## config.mk

```make
export PLATFORM = sky130hd
export DESIGN_NAME = merge_wbuf
export DESIGN_NICKNAME = d
export VERILOG_FILES = /design/src/rtl/mwb_pkg.sv /design/src/rtl/mwb_match.sv /design/src/rtl/mwb_ring.sv /design/src/rtl/merge_wbuf.sv
export SDC_FILE = /design/constraint.sdc
export NUM_CORES = 1
export LEC_CHECK = 0
export CORE_MARGIN = 8
export CORE_UTILIZATION = 53
export CTS_CLUSTER_DIAMETER = 200
export DETAILED_ROUTE_END_ITERATION = 7
export PLACE_DENSITY_LB_ADDON = 0.15
export SYNTH_ARGS = -nofsm -noshare
export SYNTH_HDL_FRONTEND = slang
export SYNTH_HIERARCHICAL = 1
export SYNTH_SLANG_ARGS = --single-unit
export TNS_END_PERCENT = 5
```

## constraint.sdc

```tcl
create_clock -name clk_i -period 3.8 [get_ports clk_i]
set_input_delay 0.76 -clock clk_i [delete_from_list [all_inputs] [get_ports clk_i]]
set_output_delay 0.76 -clock clk_i [all_outputs]
set_load 0.02 [all_outputs]
```

## src/rtl/mwb_pkg.sv

```systemverilog
package mwb_pkg;
  typedef enum logic [1:0] {
    ACT_NONE  = 2'd0,
    ACT_MERGE = 2'd1,
    ACT_ALLOC = 2'd2
  } st_act_e;
endpackage

```

## src/rtl/mwb_match.sv

```systemverilog
module mwb_match #(
  parameter int DEPTH = 4,
  parameter int BLK_W = 8,
  localparam int PTR_W = $clog2(DEPTH)
) (
  input  logic [DEPTH-1:0][BLK_W-1:0] blk_i,
  input  logic [DEPTH-1:0]            elig_i,
  input  logic [BLK_W-1:0]            st_blk_i,
  output logic                        hit_o,
  output logic [PTR_W-1:0]            hit_idx_o
);
  logic [DEPTH-1:0] eq;

  for (genvar g = 0; g < DEPTH; g++) begin : g_cmp
    assign eq[g] = elig_i[g] && (blk_i[g] == st_blk_i);
  end

  always_comb begin
    hit_o     = 1'b0;
    hit_idx_o = '0;
    for (int i = DEPTH - 1; i >= 0; i--) begin
      if (eq[i]) begin
        hit_o     = 1'b1;
        hit_idx_o = PTR_W'(i);
      end
    end
  end
endmodule

```

## src/rtl/mwb_ring.sv

```systemverilog
module mwb_ring #(
  parameter int DEPTH = 4,
  localparam int PTR_W = $clog2(DEPTH)
) (
  input  logic             clk_i,
  input  logic             rst_ni,
  input  logic             push_i,
  input  logic             pop_i,
  output logic [PTR_W-1:0] head_o,
  output logic [PTR_W-1:0] tail_o,
  output logic             full_o
);
  logic [PTR_W:0] cnt_q;

  function automatic logic [PTR_W-1:0] inc(input logic [PTR_W-1:0] p);
    return (p == PTR_W'(DEPTH - 1)) ? '0 : p + 1'b1;
  endfunction

  always_ff @(posedge clk_i or negedge rst_ni) begin
    if (!rst_ni) begin
      head_o <= '0;
      tail_o <= '0;
      cnt_q  <= '0;
    end else begin
      if (push_i) tail_o <= inc(tail_o);
      if (pop_i)  head_o <= inc(head_o);
      if (push_i && !pop_i)      cnt_q <= cnt_q + 1'b1;
      else if (pop_i && !push_i) cnt_q <= cnt_q - 1'b1;
    end
  end

  assign full_o = (cnt_q == (PTR_W+1)'(DEPTH));
endmodule

```

## src/rtl/merge_wbuf.sv

```systemverilog
module merge_wbuf #(
  parameter int ADDR_W = 16,
  parameter int DATA_W = 32,
  parameter int WORDS  = 4,
  parameter int DEPTH  = 4,
  localparam int OFF_W = $clog2(WORDS),
  localparam int BLK_W = ADDR_W - OFF_W
) (
  input  logic                    clk_i,
  input  logic                    rst_ni,
  input  logic                    st_valid_i,
  output logic                    st_ready_o,
  input  logic [ADDR_W-1:0]       st_addr_i,
  input  logic [DATA_W-1:0]       st_data_i,
  input  logic                    st_io_i,
  output logic                    full_o,
  output logic                    dr_valid_o,
  input  logic                    dr_ready_i,
  output logic [BLK_W-1:0]        dr_addr_o,
  output logic [WORDS-1:0]        dr_mask_o,
  output logic [WORDS*DATA_W-1:0] dr_data_o
);
  import mwb_pkg::*;
  localparam int PTR_W = $clog2(DEPTH);

  logic [DEPTH-1:0][BLK_W-1:0]             blk_q;
  logic [DEPTH-1:0][WORDS-1:0]             mask_q;
  logic [DEPTH-1:0][WORDS-1:0][DATA_W-1:0] data_q;
  logic [DEPTH-1:0]                        vld_q, io_q;

  logic [PTR_W-1:0] head, tail, hit_idx;
  logic             hit, push, pop;
  logic [DEPTH-1:0] head_oh, elig;
  logic [BLK_W-1:0] st_blk;
  logic [OFF_W-1:0] st_off;
  st_act_e          act;

  assign st_blk = st_addr_i[ADDR_W-1:OFF_W];
  assign st_off = st_addr_i[OFF_W-1:0];

  // head is owned by the drain port; I/O entries never coalesce
  always_comb begin
    head_oh       = '0;
    head_oh[head] = 1'b1;
  end
  assign elig = vld_q & ~io_q & ~head_oh;

  mwb_match #(.DEPTH(DEPTH), .BLK_W(BLK_W)) u_match (
    .blk_i    (blk_q),
    .elig_i   (elig),
    .st_blk_i (st_blk),
    .hit_o    (hit),
    .hit_idx_o(hit_idx)
  );

  assign st_ready_o = (!st_io_i && hit) || !full_o;

  always_comb begin
    act = ACT_NONE;
    if (st_valid_i) begin
      if (!st_io_i && hit) act = ACT_MERGE;
      else if (!full_o)    act = ACT_ALLOC;
    end
  end

  assign dr_valid_o = vld_q[head];
  assign pop        = dr_valid_o && dr_ready_i;
  assign push       = (act == ACT_ALLOC);

  mwb_ring #(.DEPTH(DEPTH)) u_ring (
    .clk_i (clk_i),
    .rst_ni(rst_ni),
    .push_i(push),
    .pop_i (pop),
    .head_o(head),
    .tail_o(tail),
    .full_o(full_o)
  );

  for (genvar g = 0; g < DEPTH; g++) begin : g_ent
    always_ff @(posedge clk_i or negedge rst_ni) begin
      if (!rst_ni) begin
        vld_q[g]  <= 1'b0;
        io_q[g]   <= 1'b0;
        blk_q[g]  <= '0;
        mask_q[g] <= '0;
        data_q[g] <= '0;
      end else begin
        if (pop && head == PTR_W'(g)) vld_q[g] <= 1'b0;
        if (push && tail == PTR_W'(g)) begin
          vld_q[g]          <= 1'b1;
          io_q[g]           <= st_io_i;
          blk_q[g]          <= st_blk;
          mask_q[g]         <= WORDS'(1) << st_off;
          data_q[g][st_off] <= st_data_i;
        end
        if (act == ACT_MERGE && hit_idx == PTR_W'(g)) begin
          mask_q[g][st_off] <= 1'b1;
          data_q[g][st_off] <= st_data_i;
        end
      end
    end
  end

  assign dr_addr_o = blk_q[head];
  assign dr_mask_o = mask_q[head];
  assign dr_data_o = data_q[head];
endmodule

```

==> results.json <==
{
  "outcome": "completed",
  "avgSynthCellArea_um2": 16.3,
  "synth_top_cell_area_share_pct": 54.9,
  "final_setup_violation_count": 0,
  "layout.filler_cells": 3672,
  "final_layout_size_suffix_gt1_share_pct": 48.0,
  "p_leak_nw": 14.5,
  "cts-buffers-inserted": 66,
  "cpLargestDelayFamily": "buffers and inverters",
  "final-max-slew-violation-count": 0,
  "grt_start_max_net_pins": 126,
  "hold_ws_ns": 0.279,
  "start_kind": "input pin",
  "finalCoreUtilization_pct": 64.8,
  "grt_overflow": 0,
  "internal_power_mw": 21.5,
  "worst-path-max-fanout": 8,
  "worst_ir_drop_vdd_v": 0.000574,
  "worstSkewPairLatency_ns": 0.59,
  "post-route-period-util_pct": 93.8,
  "worst_ep_required_time_ns": 3.04,
  "ordered_cell_list_for_the_critical_path": "clkdlybuf4s50_1 -> xnor2_1 -> nand4_1 -> buf_4 -> nor4_1 -> nor2_1 -> nand2_1 -> nand2b_1 -> nand2_1 -> clkbuf_2",
  "die_height_um": 243,
  "hold_path.class": "input pin to asynchronous set/reset pin",
  "design.portCount": 202,
  "seq_area_frac_synth_pct": 54.9,
  "max_stage_delay_ns": 0.57,
  "detailedRoute.firstPassIterationCount": 4,
  "gp_congestion": 0.811,
  "standard_cell_with_the_maximum_stage_delay_on_the_critical_path": "sky130_fd_sc_hd__clkdlybuf4s50_1",
  "area_growth_syn_to_layout_pct": 21.3,
  "design.die.area_um2": 59000,
  "worst-endpoint-arrival_ns": 2.80,
  "ys.flop_type": "sky130_fd_sc_hd__dfrtp_1",
  "number_of_antenna_violations_at_the_first_check_in_global_routing": 1,
  "synth.top_cells.by_count": "sky130_fd_sc_hd__dfrtp_1 (599), sky130_fd_sc_hd__mux2_2 (434), sky130_fd_sc_hd__mux4_2 (147), sky130_fd_sc_hd__mux2_4 (116), sky130_fd_sc_hd__clkbuf_1 (63)",
  "cp.buffers_inverters": 3,
  "postRouteAntennaNets": 0,
  "synth_unique_cells": 40,
  "comb_power_share_pct": 45.3,
  "drt-vias-per-instance": 5.76,
  "final_hold_viol_count": 0,
  "global_route.usage.total_pct": 22.1,
  "switchingPower_mw": 10.6,
  "synth.net_count": 1728,
  "clk_pin_slew_worst_paths_ns": 0.06,
  "detailedRoute.firstIterationViolations": 735,
  "cellPowerDensity_nw_per_um2": 969,
  "synth.cell_area_um2": 27300,
  "timing.max_slew.rel_slack_pct": 38.6,
  "grt_pass1_wl_mm": 103,
  "yosysTopAreaCell": "sky130_fd_sc_hd__dfrtp_1",
  "dominant_cell_by_count_in_the_synthesized_netlist": "sky130_fd_sc_hd__dfrtp_1",
  "grt_setup_unrepaired": "false",
  "drc_errors": 0,
  "critPathKind": "input pin to output pin",
  "swShare_pct": 33.0,
  "fin_nets": 1962,
  "worst-slew-pin-transition_ns": 0.921,
  "grt_pass1_vias": 16900,
  "num_vias": 15200,
  "timing.max_cap.violations": 0,
  "cell_count_after_synthesis": 1671,
  "critical_path.most_common_cell": "sky130_fd_sc_hd__nand2_1",
  "fmax_mhz": 281,
  "cts_max_level": 3,
  "cts_hold_buf": 0,
  "skew_ns": 0.0236,
  "seqPwrFrac_pct": 35.2,
  "clockRootBuffer": "sky130_fd_sc_hd__clkbuf_16",
  "floorplan.initialDensity_pct": 53.4,
  "dp_hpwl_mm": 41.3,
  "tritoncts_num_sinks": 599,
  "period_minus_slack_ns": 3.56,
  "portBuffers": 201,
  "synth.top_cells.by_area": "sky130_fd_sc_hd__dfrtp_1 (55%), sky130_fd_sc_hd__mux2_2 (18%), sky130_fd_sc_hd__mux4_2 (12%), sky130_fd_sc_hd__mux2_4 (6.4%), sky130_fd_sc_hd__xnor2_1 (1.6%)",
  "floorplan.rows": 83,
  "cts_setup_buffers": 0,
  "cts_tree": "done",
  "crit_path_end_kind": "output pin",
  "synth-warning-count": 6,
  "totalWireLength_mm": 64.5,
  "wire_per_inst_um": 24.4,
  "die_w_um": 243,
  "synth_edf_count": 0,
  "yosys_register_bits": 599,
  "buffers_from_clock_root_to_sink_at_most": 3,
  "async_reset_ff_share_pct": 100,
  "pwr-share-clk_pct": 19.5,
  "core-area_um2": 51100
}
## cell usage in the layout (no fill, tap or decap), types with 19 or more instances in the layout
| cell | n |
|---|---|
| sky130_fd_sc_hd__clkbuf_1 | 19 |
| sky130_fd_sc_hd__clkdlybuf4s50_1 | 196 |
| sky130_fd_sc_hd__mux2_4 | 116 |
| sky130_fd_sc_hd__mux4_2 | 147 |
| sky130_fd_sc_hd__clkbuf_16 | 70 |
| sky130_fd_sc_hd__xnor2_1 | 49 |
| sky130_fd_sc_hd__buf_4 | 62 |
| sky130_fd_sc_hd__dfrtp_1 | 597 |
| sky130_fd_sc_hd__buf_12 | 44 |
| sky130_fd_sc_hd__mux2_2 | 434 |
| sky130_fd_sc_hd__nand2_1 | 60 |
## metal layers
layer  GRT usage, %  vias to the layer above  share of wire (%)
met1           30.3                     8170                 44
met2           36.4                      316                 50
met4           5.48                        0                2.0
met3           4.27                       90                4.1
met5              0                        -                  0
li1               -                     6607                  -
## logic make-up after synthesis
logic type | Yosys count | synth area share, %
and+or+nand+nor | 116 | 2.17
muxes | 709 | 36.9
DFF | 599 | 54.9
AOI/OAI and AO/OA | 34 | 0.789
buffers and inverters | 150 | 2.89
adders and majority gates | 4 | 0.211
xor gates and xnor gates | 59 | 2.09
## area by class of cell
class,count,area (um2),area share [%]
Sequential cell,599,15000,45.3
Multi-Input combinational cell,922,11700,35.3
Timing Repair Buffer,309,3410,10.3
Clock buffer,98,1940,5.85
Tap cell,680,851,2.57
Clock inverter,21,195,0.590
Inverter,7,26.3,0.0794
Antenna cell,1,2.50,0.00756
## power groups by stage
stage	clock (mW)	sequential (mW)	combinational, mW
floorplan	0	10.7	9.53
global placement	0	11.2	14.5
detailed placement	0	11.3	14.7
CTS	6.41	11.3	14.7
global route	6.70	11.7	15.4
finish	6.26	11.3	14.5
## per-stage QoR
step / cells / worst slack [ns] / total power, mW / setup TNS (ns) / area (um2)
floorplan: 1671 / 0.164 / 20.2 / 0 / 27300
global placement: 2516 / -0.345 / 25.6 / -128.94 / 30900
detailed placement: 2516 / -0.375 / 26.0 / -138.16 / 30900
CTS: 2635 / 0.00567 / 32.4 / 0 / 33100
global route: 2637 / 0.0174 / 33.7 / 0 / 33100
finish: 2637 / 0.235 / 32.1 / 0 / 33100
## path summary, 6_finish.rpt
kind,startpoint,to,slack (ns),cells after the start
min in group clk_i,u_ring/cnt_q[2],u_ring/cnt_q[2],0.47,1
max,st_addr_i[8],st_ready_o,0.24,10
max reg2reg,u_ring/head_o[1],register,0.41,10
min reg2reg,u_ring/cnt_q[2],u_ring/cnt_q[2],0.47,1
min,rst_ni,asynchronous set/reset pin,0.28,1
max in group asynchronous,rst_ni,data_q[176],2.46,3
## repair_timing
| item | CTS | global route |
|---|---|---|
| cloned | 0 | 1 |
| setup endpoints to repair | 22 | 138 |
| gates resized for setup | 6 | 4 |
(Power assumes the default switching activity.)
